$ cat config.mk
export PLATFORM = sky130hd
export DESIGN_NAME = wake_detect_bank
export DESIGN_NICKNAME = d
export VERILOG_FILES = /design/src/rtl/wake_pkg.sv /design/src/rtl/wake_channel.sv /design/src/rtl/wake_src_encoder.sv /design/src/rtl/wake_detect_bank.sv
export SDC_FILE = /design/constraint.sdc
export NUM_CORES = 1
export LEC_CHECK = 0
export BUFFER_PORTS_ARGS = -buffer_cell sky130_fd_sc_hd__buf_2
export CELL_PAD_IN_SITES_DETAIL_PLACEMENT = 1
export CELL_PAD_IN_SITES_GLOBAL_PLACEMENT = 1
export CORE_ASPECT_RATIO = 1.2
export CORE_MARGIN = 3
export CORE_UTILIZATION = 30
export DETAILED_ROUTE_END_ITERATION = 10
export PLACE_DENSITY = 0.73
export SLEW_MARGIN = 10
export SYNTH_ARGS = -nofsm -noshare
export SYNTH_HDL_FRONTEND = slang
export SYNTH_SLANG_ARGS = --single-unit
$ cat constraint.sdc
create_clock -name clk -period 3.16 [get_ports clk]
set_input_delay 0.158 -clock clk [delete_from_list [all_inputs] [get_ports clk]]
set_output_delay 0.158 -clock clk [all_outputs]
set_load 0.01 [all_outputs]
$ cat src/rtl/wake_pkg.sv
package wake_pkg;
   // selector and configuration geometry shared by channel, top and checker
   localparam int SEL_W  = 6;
   localparam int F_EN   = 6;
   localparam int F_DIR  = 7;
   localparam int F_MODE = 8;
   localparam int F_STAT = 9;
   localparam int F_RAW  = 10;
   localparam int CFG_W  = F_STAT + 1;
   localparam int RD_W   = F_RAW + 1;

   typedef struct packed {
      logic             mode;   // 0 level, 1 edge
      logic             dir;    // 0 low/falling, 1 high/rising
      logic             en;
      logic [SEL_W-1:0] src;
   } chan_cfg_t;
endpackage

$ cat src/rtl/wake_channel.sv
module wake_channel
   import wake_pkg::*;
#(
   parameter int NUM_PIN = 54
) (
   input  logic               clk,
   input  logic               rst_n,
   input  logic [NUM_PIN-1:0] pins_i,
   input  logic               we_i,
   input  logic [CFG_W-1:0]   wdata_i,
   output logic               req_o,
   output logic [RD_W-1:0]    rd_o
);
   chan_cfg_t cfg_q;
   logic      stat_q;
   logic      prev_q;
   logic      arm_q;
   logic      sel_ok;
   logic      pin_now;
   logic      hit_lvl;
   logic      hit_edge;

   // selector decode: codes past the pin count reach nothing
   always_comb begin
      sel_ok  = 1'b0;
      pin_now = 1'b0;
      for (int i = 0; i < NUM_PIN; i++) begin
         if (cfg_q.src == SEL_W'(i)) begin
            sel_ok  = 1'b1;
            pin_now = pins_i[i];
         end
      end
   end

   assign hit_lvl  = cfg_q.en & sel_ok & (pin_now == cfg_q.dir);
   assign hit_edge = cfg_q.en & sel_ok & arm_q & (pin_now != prev_q) & (pin_now == cfg_q.dir);

   always_ff @(posedge clk or negedge rst_n) begin
      if (!rst_n) begin
         cfg_q  <= '0;
         stat_q <= 1'b0;
         prev_q <= 1'b0;
         arm_q  <= 1'b0;
      end else begin
         prev_q <= pin_now;
         arm_q  <= ~we_i;
         if (we_i) begin
            cfg_q <= chan_cfg_t'(wdata_i[F_MODE:0]);
            if (!wdata_i[F_EN] || wdata_i[F_STAT])
               stat_q <= 1'b0;
         end else if (cfg_q.mode) begin
            if (!cfg_q.en)
               stat_q <= 1'b0;
            else if (hit_edge)
               stat_q <= 1'b1;
         end else begin
            stat_q <= hit_lvl;
         end
      end
   end

   assign req_o = stat_q;
   assign rd_o  = {cfg_q.en & pin_now, stat_q, cfg_q};
endmodule

$ cat src/rtl/wake_src_encoder.sv
module wake_src_encoder #(
   parameter int NREQ      = 6,
   parameter int CODE_W    = 3,
   parameter bit LOW_FIRST = 1'b1
) (
   input  logic              clk,
   input  logic              rst_n,
   input  logic [NREQ-1:0]   req_i,
   input  logic              pwrup_start_i,
   output logic              any_o,
   output logic [CODE_W-1:0] cur_o,
   output logic [CODE_W-1:0] last_o
);
   logic [CODE_W-1:0] last_q;

   // request bit i carries code i+1; code 0 means nothing pending
   generate
      if (LOW_FIRST) begin : g_low
         always_comb begin
            cur_o = '0;
            for (int i = NREQ - 1; i >= 0; i--)
               if (req_i[i]) cur_o = CODE_W'(i + 1);
         end
      end else begin : g_high
         always_comb begin
            cur_o = '0;
            for (int i = 0; i < NREQ; i++)
               if (req_i[i]) cur_o = CODE_W'(i + 1);
         end
      end
   endgenerate

   always_ff @(posedge clk or negedge rst_n) begin
      if (!rst_n)
         last_q <= '0;
      else if (pwrup_start_i)
         last_q <= cur_o;
   end

   assign any_o  = |req_i;
   assign last_o = last_q;
endmodule

$ cat src/rtl/wake_detect_bank.sv
module wake_detect_bank
   import wake_pkg::*;
#(
   parameter int NUM_CH    = 4,
   parameter int NUM_GPIO  = 48,
   parameter int NUM_FLASH = 6,
   parameter int SRC_W     = 3,
   parameter bit LOW_FIRST = 1'b1,
   localparam int NUM_PIN  = NUM_GPIO + NUM_FLASH,
   localparam int NREQ     = NUM_CH + 2
) (
   input  logic                   clk,
   input  logic                   rst_n,
   input  logic [NUM_PIN-1:0]     pins_i,
   input  logic [NUM_CH-1:0]      cfg_we_i,
   input  logic [CFG_W-1:0]       cfg_wdata_i,
   output logic [NUM_CH*RD_W-1:0] chan_rd_o,
   input  logic                   dbg_pwrup_i,
   input  logic                   alarm_fire_i,
   input  logic                   alarm_en_i,
   input  logic                   pwrup_start_i,
   output logic                   wake_req_o,
   output logic [SRC_W-1:0]       cur_src_o,
   output logic [SRC_W-1:0]       last_src_o
);
   // elaboration checks on the configuration
   generate
      if (NUM_PIN > (1 << SEL_W)) begin : g_bad_pins
         $error("pin count exceeds selector range");
      end
      if (NREQ + 1 > (1 << SRC_W)) begin : g_bad_code
         $error("source code too narrow for request count");
      end
      if (NUM_CH < 1) begin : g_bad_ch
         $error("need at least one channel");
      end
   endgenerate

   logic [NREQ-1:0] req_vec;
   logic            alarm_q;

   genvar c;
   generate
      for (c = 0; c < NUM_CH; c++) begin : g_ch
         wake_channel #(.NUM_PIN(NUM_PIN)) u_ch (
            .clk     (clk),
            .rst_n   (rst_n),
            .pins_i  (pins_i),
            .we_i    (cfg_we_i[c]),
            .wdata_i (cfg_wdata_i),
            .req_o   (req_vec[c]),
            .rd_o    (chan_rd_o[c*RD_W +: RD_W])
         );
      end
   endgenerate

   // alarm request: latched on fire, dropped with its enable
   always_ff @(posedge clk or negedge rst_n) begin
      if (!rst_n)
         alarm_q <= 1'b0;
      else if (!alarm_en_i)
         alarm_q <= 1'b0;
      else if (alarm_fire_i)
         alarm_q <= 1'b1;
   end

   assign req_vec[NUM_CH]     = dbg_pwrup_i;
   assign req_vec[NUM_CH + 1] = alarm_q;

   wake_src_encoder #(
      .NREQ      (NREQ),
      .CODE_W    (SRC_W),
      .LOW_FIRST (LOW_FIRST)
   ) u_enc (
      .clk           (clk),
      .rst_n         (rst_n),
      .req_i         (req_vec),
      .pwrup_start_i (pwrup_start_i),
      .any_o         (wake_req_o),
      .cur_o         (cur_src_o),
      .last_o        (last_src_o)
   );
endmodule

### Yosys cells after proc, flatten, opt, wreduce, memory -nomap -nowiden

Cells that the tools add are included.

| word-level totals | value |
|---|---|
| register bits | 52 |
| input port bits | 74 |
| output and inout port bits | 51 |
| logic and storage cells | 755 |

| operators by class | value |
|---|---|
| equality and inequality tests | 229 |
| multiplexer cells | 457 |
| bitwise gates (word level) | 28 |
| reductions and logical operators | 11 |

Operators by type and width:

| operator | count |
|---|---|
| 6-bit == test, second input constant | 88 |
| 1-bit two-way mux | 451 |
| 6-bit by 5-bit == test with 1-bit output, second input constant | 64 |
| 6-bit by 4-bit == test with 1-bit output, second input constant | 32 |
| 6-bit by 3-bit == test with 1-bit output, second input constant | 16 |
| 6-bit by 2-bit == test with 1-bit output, second input constant | 8 |
| 1-bit AND | 24 |
| 6-bit by 1-bit == test with 1-bit output, second input constant | 4 |
| 6-bit zero test | 4 |
| 3-bit two-way mux | 6 |
| 4-bit != test, second input constant | 4 |
| 2-bit by 1-bit != test with 1-bit output, second input constant | 4 |
| 2-bit AND reduction | 4 |
| 6-bit OR reduction | 1 |
| 1-bit == test | 4 |
| 1-bit != test | 4 |
| 1-bit NOT | 4 |
| 2-bit != test, second input constant | 1 |
| 1-bit zero test | 1 |
| 1-bit logical OR | 1 |

### Longest topological paths before layout

Gate-level depths: netlist of run 1.

| logic depth | value |
|---|---|
| depth after elaboration | 63 |
| mapped depth | 12 |
| gate-level depth less buffers | 10 |

### Hierarchy

From an unflattened synthesis of run 1, not the netlist that was laid out.

| unflattened totals | value |
|---|---|
| cells, all modules | 719 |
| area total of the unflattened synthesis | 5863.1 sq um |

Modules (own cells, without submodules):

| module | instances | cells an instance | area each (sq um) |
|---|---|---|---|
| wake_channel | 4 | 175 | 1413.9 |
| wake_src_encoder | 1 | 17 | 175.2 |
| wake_detect_bank | 1 | 2 | 32.5 |

### Worst setup path before layout of run 1

Ideal clock, no wire load.

| timing path | value |
|---|---|
| path kind | register to register |
| from | register g_ch[0].u_ch.cfg_q, in the netlist g_ch[0].u_ch.rd_o[0] |
| to | register g_ch[0].u_ch.stat_q |
| arrival | 2.430 ns |
| data required time | 3.074 ns |
| setup slack | 0.644 ns |
| stages on the path, launching flop included | 11 |
| path buffers | 1 |
| clock period less this slack | 2.516 ns |
| cell sequence | dfrtp_1 > buf_6 > mux4_2 > nand2_1 > a311oi_2 > a211oi_1 > a2111oi_1 > o31a_1 > a31oi_2 > or4_1 > a32oi_1 |

| on the way | value |
|---|---|
| longest elaborated chain between the ends | 61 |

Ends and longest elaborated chain:

| element | RTL line | source |
|---|---|---|
| start, declared | wake_channel.sv:14 | `chan_cfg_t cfg_q;` |
| start signal, assigned | wake_channel.sv:48 | `cfg_q <= chan_cfg_t'(wdata_i[F_MODE:0]);` |
| 6-bit zero test | wake_channel.sv:28 | `if (cfg_q.src == SEL_W'(i)) begin` |
| 1-bit two-way mux (54 in series) | wake_channel.sv:28 |  |
| 1-bit AND | wake_channel.sv:35, wake_channel.sv:36 |  |
| 1-bit AND (3 in series) | wake_channel.sv:36 | `assign hit_edge = cfg_q.en & sel_ok & arm_q & (pin_now != prev_q) & (pin_now == cfg_q.dir);` |
| 4-bit != test (no line) | -- |  |
| 2-bit AND reduction (no line) | -- |  |
| end signal, assigned | wake_channel.sv:57 | `stat_q <= hit_lvl;` |
| end, declared | wake_channel.sv:15 | `logic stat_q;` |

Several ways; a longest one is shown, not always the timed one.
A chain may end at the register's enable or synchronous reset.

### Worst setup path in the final report of run 1

| timing path | value |
|---|---|
| from | register g_ch[1].u_ch.cfg_q, in the netlist g_ch[1].u_ch.rd_o[4] |
| to | output chan_rd_o[21] |

| on the way | value |
|---|---|
| longest elaborated chain between the ends | 56 |

Ends and longest elaborated chain:

| element | RTL line | source |
|---|---|---|
| start, declared | wake_channel.sv:14 |  |
| start signal, assigned | wake_channel.sv:48 |  |
| 6-bit zero test | wake_channel.sv:28 |  |
| 1-bit two-way mux (53 in series) | wake_channel.sv:28 |  |
| 1-bit two-way mux (*) | wake_channel.sv:28 |  |
| named net g_ch[1].u_ch.pin_now | wake_channel.sv:19 | `logic pin_now;` |
| 1-bit AND (*) | wake_channel.sv:63 | `assign rd_o = {cfg_q.en & pin_now, stat_q, cfg_q};` |
| end, declared | wake_detect_bank.sv:17 | `output logic [NUM_CH*RD_W-1:0] chan_rd_o,` |

The timed path passes the listed nets; every way through them passes the cells marked *.

==> reports/results.ini, run 1 <==
[hold_path]
hp-class = input pin to register

[layout]
final_common_cell = buf_2
mostFrequentLayoutCells = buf_2 (124), o21ai_0 (61), nand2_1 (61)
drive_gt1_frac = 0.284
final_cells = 1023
n_antenna_cell = 0
syn_to_final_growth_pct = 20.0
design_area_um2 = 6550
fin_nets = 876
fill_cells = 2172

[run_status]
status = complete, no violations

[timing]
fin_skew_ns = 0.00551
slew_violations = 0
min_period_ns = 2.97
max_freq_ghz = 0.336
hold_ws_ns = 0.0609
finalHoldViolCount = 0
rsz0062_at_grt = no
setup_tns_ns = 0
slew_headroom = 0.521
layout_setup_ws_ns = 0.187
fin_crit_sh = 0.941
worst_pin_slew_ns = 0.718
finalSetupViolations = 0

[synthesis]
synth_top_family_by_area = compound AO/OA/AOI/OAI gates
synth_xor_area_frac = 0.00160
syn_avg_cell_area_um2 = 7.89
synthSimpleGateAreaFrac = 0.230
synth-compound-area-share = 0.297
synth_area_um2 = 5460
synth_ff_type = dfrtp_1
async_flop_share = 1.00
ys_ff_latch = 52
synth_cell_types = 79
yosysSeqAreaShare = 0.238
muxShareOfSynthArea = 0.160
yosysWarnings = 0
synthAdderAreaFrac = 0
synth_nets = 766
synth_edf_count = 0
syn_inst = 692

[setup_path]
rr_startpoint = g_ch[1].u_ch.rd_o[4]
cp_max_fo = 15
slowest_delay_ns = 0.58
critPathLaunch = g_ch[1].u_ch.rd_o[4]
cp_slowest_cell = dfrtp_1
critPathCapture = chan_rd_o[21]
critical_path_class = register to primary output
critPathTopFamily = compound AO/OA/AOI/OAI gates
cp.depth = 8
crit_chain = nor4bb_1 -> nor4_1 -> o32ai_1 -> a221oi_1 -> a311oi_1 -> o221ai_2 -> and2_1 -> buf_2
worstSetupStartpointType = register
cp.required_ns = 3.00
critPathBufInv = 1
r2r_cells = 9
crit_arrival_ns = 2.82
critPathCaptureType = primary output
reg2reg_to = g_ch[1].u_ch.req_o
rrSetupSlack_ns = 0.30

[global_route]
track_usage = 0.250
use_met1 = 0.335
grt.busiest_layer = met2
met2_usage = 0.385
grt_overflow = 0
grt_pass1_wl_mm = 38.4
gr-usage-met3 = 0.0445
grt_pass1_vias = 6336
grt_max_degree = 34
antenna_found_initial = 0

[placement]
placed_cells = 1014
dpl.hpwl_mm = 19.4
numPortBuffers = 124
preCtsSetupSlack_ns = 0.193
gp_congestion = 0.985
placed_area_um2 = 6380

[cts]
insertion_delay_ns = 0.30
cts.clk_slew.worst_paths_ns = 0.08
cts_buffers = 5
cts_tree = yes
cts_buffer_depth = 2
htree_levels = 2
cts.sink_count = 52
clockRootBuffer = clkbuf_16

[die]
die-area_um2 = 19900
coreArea_um2 = 17700
num_io_pins = 125
num_rows = 53
start_util = 0.308
fp.dieH_um = 154
die_w_um = 129

[pwr]
peakVddDrop_uv = 236
p_per_area_nw_per_um2 = 403
p_leak_nw = 2.82

[run]
cap_violations = 0

[route]
avgRoutedWirePerCell_um = 25.0
drtAntennaViolNets = 0
drc = 0
drt_wl_total_mm = 25.6
num_vias = 6371
drtIter0Drc = 696
via_per_inst = 6.23
dr.pass1.iters = 5

==> sequential cells by signal, indices dropped and copies added (netlist names) <==
| name | count |
|---|---|
| alarm_q | 1 |
| g_ch.u_ch.arm_q | 4 |
| g_ch.u_ch.prev_q | 4 |
| g_ch.u_ch.rd_o | 36 |
| g_ch.u_ch.req_o | 4 |
| u_enc.last_o | 3 |
==> timing repair <==
action | in CTS | in global routing
setup endpoints to repair | 1 | 3
hold buffers | 1 | 0
hold endpoints to repair | 22 | 0
gates resized for setup | 1 | 5
buffers inserted | 0 | 0
==> cell type report <==
type | count | area [um^2] | area share
multi-input combinational | 551 | 3770 | 0.576
sequential | 52 | 1300 | 0.199
timing repair buffer | 164 | 948 | 0.145
tap | 220 | 275 | 0.0420
clock buffer | 5 | 125 | 0.0191
inverter | 28 | 105 | 0.0160
clock inverter | 3 | 21.3 | 0.00325
==> worst reg2reg max path, stage by stage, from the launching register on <==
cell and delay, ns:
dfrtp_1 0.58, nor4bb_1 0.25, nor4_1 0.40, o32ai_1 0.19
a221oi_1 0.31, a311oi_1 0.11, o221ai_2 0.37, nor4b_1 0.10
a211o_1 0.28, a21o_1 0.17
==> synth_stat cells (all sizes together) (6+ instances only) <==
library cell	count	share of area
o22ai	9	0.010
mux4	6	0.025
buf	27	0.031
a32oi	8	0.013
nor3	15	0.014
a21oi	42	0.038
a31oi	15	0.018
dfrtp	52	0.24
o31ai	6	0.0082
nor3b	7	0.0096
nor4	6	0.0069
and2	7	0.0080
a22oi	13	0.018
o211ai	6	0.0082
mux2	38	0.078
inv	27	0.019
clkbuf	34	0.024
a21o	7	0.0096
nor2	47	0.034
a211oi	6	0.0082
nor2b	29	0.033
nand2b	15	0.017
nand2	61	0.042
mux2i	31	0.057
o21ai	63	0.058
nand3	13	0.012
==> report_power, final <==
part           total (mW)  internal [mW]  leakage (nW)  switching (mW)
logic                1.19          0.494          2.12           0.700
registers           0.876          0.748         0.623           0.129
clock network       0.571          0.296        0.0702           0.275
total                2.64           1.54          2.82            1.10
==> cells by family (layout without fill, tap and decap cells) <==
group	Yosys count	in the layout
and+or+nand+nor	236	236
xor gates and xnor gates	1	1
DFF	52	52
muxes	75	75
buffers and inverters	89	200
AOI/OAI and AO/OA	239	239
==> metal layers <==
metal / share of wire / vias to the layer above
li1: - / 2826
met1: 0.42 / 3123
met2: 0.44 / 331
met3: 0.086 / 91
met4: 0.058 / 0
met5: 0 / -
==> how the worst min path moves through the flow <==
stage,start,endpoint,slack [ns],cells past startpoint
finish,alarm_en_i,alarm_q,0.06,2
global route,alarm_fire_i,alarm_q,0.06,2
global placement,rst_n,g_ch[1].u_ch.rd_o[3],0.18,1
detailed placement,rst_n,g_ch[1].u_ch.rd_o[2],0.19,1
floorplan,rst_n,alarm_q,-0.14,0
CTS,alarm_en_i,alarm_q,0.06,2
==> per-stage QoR <==
stage	total power, mW	utilization
after CTS	2.64	0.369
after global placement	2.04	0.360
after detailed placement	2.06	0.360
after global routing	2.80	0.370
final	2.64	0.370
after floorplan	1.57	-
Note: power is estimated with default switching activity, not from simulation.
==> run 2, diff against run 1 <==
ABC_AREA = 1   (was unset)
PLACE_DENSITY = 0.79   (was 0.73)
==> run 2 against run 1 <==
The run now ends with negative setup slack left. Via count increased by 29%. Sequential power decreased by 2.9%. Synthesized area decreased by 1.1%. Worst setup slack got worse by 1.3 ns. Register-to-register slack got worse by 1.4 ns. Critical path depth increased by 28. Hold slack improved by 0.0091 ns. First-iteration DRC count decreased by 30%. Combinational power increased by 45%. Final cell count increased by 48%.
==> reports/results.ini, run 2 <==
[run_status]
status = finished, violations left
violations = negative setup slack

[timing]
fin_skew_ns = 0.00482  ; -0.000689 ns
setup_tns_ns = -10.41  ; -10.41 ns
worst_pin_slew_ns = 0.719  ; +0.000656 ns
finalSetupViolations = 12  ; +12
slew_headroom = 0.521  ; about the same
max_freq_ghz = 0.232  ; -31%
rsz0062_at_grt = yes
slew_violations = 0  ; unchanged
fin_crit_sh = 1.36  ; +0.421
layout_setup_ws_ns = -1.14  ; -1.33 ns
finalHoldViolCount = 0  ; unchanged
min_period_ns = 4.30  ; +1.33 ns

[synthesis]
syn_inst = 919  ; +33%
yosysMostFrequentCell = nand2_1
yosysSeqAreaShare = 0.241  ; +0.00259
synth_nets = 993  ; +30%
yosysTopAreaCellShare = 0.241  ; +0.00259
async_flop_share = 1.00  ; unchanged
ys_top_cells_by_area = dfrtp_1 (24%), nand2_1 (17%), inv_1 (10%), nand4_1 (9.1%), nand3_1 (7.9%)
synth_common_cells = nand2_1 (238), inv_1 (150), nor2_1 (112)
ys_ff_latch = 52  ; unchanged
yosysWarnings = 0  ; unchanged
synth_cell_types = 41  ; -48%
synth_edf_count = 0  ; unchanged
synth_ff_type = dfrtp_1
synth_top_cell_by_area = dfrtp_1
syn_avg_cell_area_um2 = 5.88  ; -26%
synth_area_um2 = 5400  ; -1.1%

[layout]
ff_latch_area_um2 = 1320  ; +1.5%
final_core_util = 0.491  ; +0.121
mostFrequentLayoutCells = buf_4 (256), nand2_1 (207), inv_1 (143)
drive_gt1_frac = 0.423  ; +0.139
fill_cells = 2418  ; +11%
final_common_cell = buf_4
n_antenna_cell = 0  ; unchanged
fin_nets = 1363  ; +56%
syn_to_final_growth_pct = 59.9
multi_input_area_um2 = 3570  ; -5.2%
largest_register_ffs = 36  ; unchanged

[route]
dr.pass1.iters = 7  ; +2
avgRoutedWirePerCell_um = 21.2  ; -15%
drc = 0  ; unchanged
via_per_inst = 5.43  ; -13%
drtIter0Drc = 484  ; -30%
drt_wl_total_mm = 31.9  ; +25%
num_vias = 8201  ; +29%
drtAntennaViolNets = 0  ; unchanged

[pwr]
peakVddDrop_uv = 415  ; +76%
seq_power_share = 0.266  ; -0.066
clkPwrFrac = 0.196  ; -0.020
p_leak_nw = 4.50  ; +60%
total_power_mw = 3.20  ; +21%
pwr-share-comb = 0.538  ; +0.086
p_per_area_nw_per_um2 = 371  ; -8.1%
p_int_mw = 1.86  ; +21%
switching_share = 0.419  ; +0.00167
power.switching_mw = 1.34  ; +22%

[cts]
cts_buffers = 5  ; unchanged
insertion_delay_ns = 0.30  ; about the same
clockRootBuffer = clkbuf_16
cts_buffer_depth = 2  ; unchanged
htree_levels = 2  ; unchanged
cts_tree = yes
cts.clk_slew.worst_paths_ns = 0.07  ; about the same
cts.sink_count = 52  ; unchanged

[hold_path]
min_delay_path_depth = 2  ; unchanged
hp-class = input pin to register
min_to = alarm_q
min_from = alarm_en_i

[global_route]
grt_pass1_vias = 8626  ; +36%
grt_pass1_wl_mm = 47.4  ; +23%
antenna_found_initial = 0  ; unchanged
grt_overflow = 0  ; unchanged
grt_max_degree = 29  ; -15%
track_usage = 0.308  ; +0.0573

[die]
die_w_um = 128  ; -0.51%
start_util = 0.307  ; -0.00102
die-area_um2 = 19700  ; -1.0%
coreArea_um2 = 17600  ; -0.75%
fp.dieH_um = 153  ; -0.52%
num_rows = 53  ; unchanged
num_io_pins = 125  ; unchanged

[setup_path]
crit_arrival_ns = 4.15  ; +1.33 ns
cp_max_fo = 4  ; -11
cp_slowest_cell = dfrtp_2
r2r_cells = 44  ; +35
worstSetupStartpointType = register
critPathTopFamily = simple AND/OR/NAND/NOR gates
rr_startpoint = g_ch[0].u_ch.rd_o[1]
slowest_delay_ns = 0.45  ; -0.13 ns
rrSetupSlack_ns = -1.09  ; -1.39 ns
cp.required_ns = 3.00  ; about the same
reg2reg_to = g_ch[0].u_ch.req_o
critical_path_class = register to primary output
critPathBufInv = 3  ; +2
critPathCaptureType = primary output

[placement]
numPortBuffers = 124  ; unchanged
dpl.hpwl_mm = 24.3  ; +25%
gp_congestion = 1.04  ; +5.6%

[run]
cap_violations = 0  ; unchanged

[run 2: cell types whose count changed in the layout (fill, tap and decap cells not counted), moves of 56 or more]
| cell | before | now |
|---|---|---|
| nor2_1 | 46 | 102 |
| nand3_1 | 13 | 72 |
| nand2_1 | 61 | 207 |
| buf_4 | 37 | 256 |
| nand4_1 | 2 | 79 |
| inv_1 | 27 | 143 |
[run 2: power groups by stage]
stage          Sequential, mW  Combinational, mW  Clock (mW)
2_1_floorplan           0.863              0.647           0
3_3_place_gp            0.840               1.38           0
3_5_place_dp            0.847               1.42           0
4_1_cts                 0.840               1.58       0.632
5_1_grt                 0.862               1.85       0.665
6_report                0.851               1.72       0.628
[run 2: area by class of cell]
class / instances / share of cell area
Timing Repair Buffer: 388 / 0.306
Multi-Input combinational cell: 674 / 0.414
Clock inverter: 2 / 0.00406
Sequential cell: 52 / 0.153
Tap cell: 220 / 0.0319
Inverter: 168 / 0.0758
Clock buffer: 6 / 0.0149
[run 2: cell families after synthesis]
| family | Yosys count | share of synthesized area |
|---|---|---|
| simple gates | 568 | 0.480 |
| buf+inv | 193 | 0.152 |
| compound gates | 103 | 0.120 |
| flops | 52 | 0.241 |
| mux | 3 | 0.00625 |
[run 2: how the worst max path moves through the flow]
stage                               endpoint  cells after the start  slack [ns]            startpoint
after floorplan           g_ch[1].u_ch.req_o                     45       -0.10  g_ch[1].u_ch.rd_o[2]
after global placement    g_ch[0].u_ch.req_o                     42       -0.78  g_ch[0].u_ch.rd_o[2]
after detailed placement  g_ch[0].u_ch.req_o                     40       -0.89  g_ch[0].u_ch.rd_o[3]
after CTS                      chan_rd_o[43]                     36       -0.97  g_ch[3].u_ch.rd_o[3]
after global routing           chan_rd_o[43]                     36       -1.55  g_ch[3].u_ch.rd_o[3]
final                          chan_rd_o[43]                     36       -1.14  g_ch[3].u_ch.rd_o[3]
[run 2: repair_timing]
item | CTS | global route
pin swaps | 21 | 12
endpoints found under the hold margin | 27 | 0
cloned | 0 | 0
gates resized for setup | 52 | 42
buffers inserted | 33 | 12
hold buffers | 1 | 0
endpoints found under the setup margin | 12 | 12
[run 2: metal layers]
layer	vias up	routed length (um)	track usage
li1	3774	-	-
met1	3931	12500	0.367
met2	366	15300	0.528
met3	130	1720	0.0315
met4	0	2420	0.180
met5	-	0	0
[run 2: per-stage QoR]
stage / std cells / hold slack, ns / worst slack [ns] / cell area, um^2
after floorplan: 919 / -0.138 / -0.105 / 5480
after global placement: 1459 / 0.219 / -0.783 / 7840
after detailed placement: 1459 / 0.228 / -0.890 / 7840
after CTS: 1500 / 0.0670 / -0.972 / 8420
after global routing: 1510 / 0.0908 / -1.55 / 8640
final: 1510 / 0.0700 / -1.14 / 8640
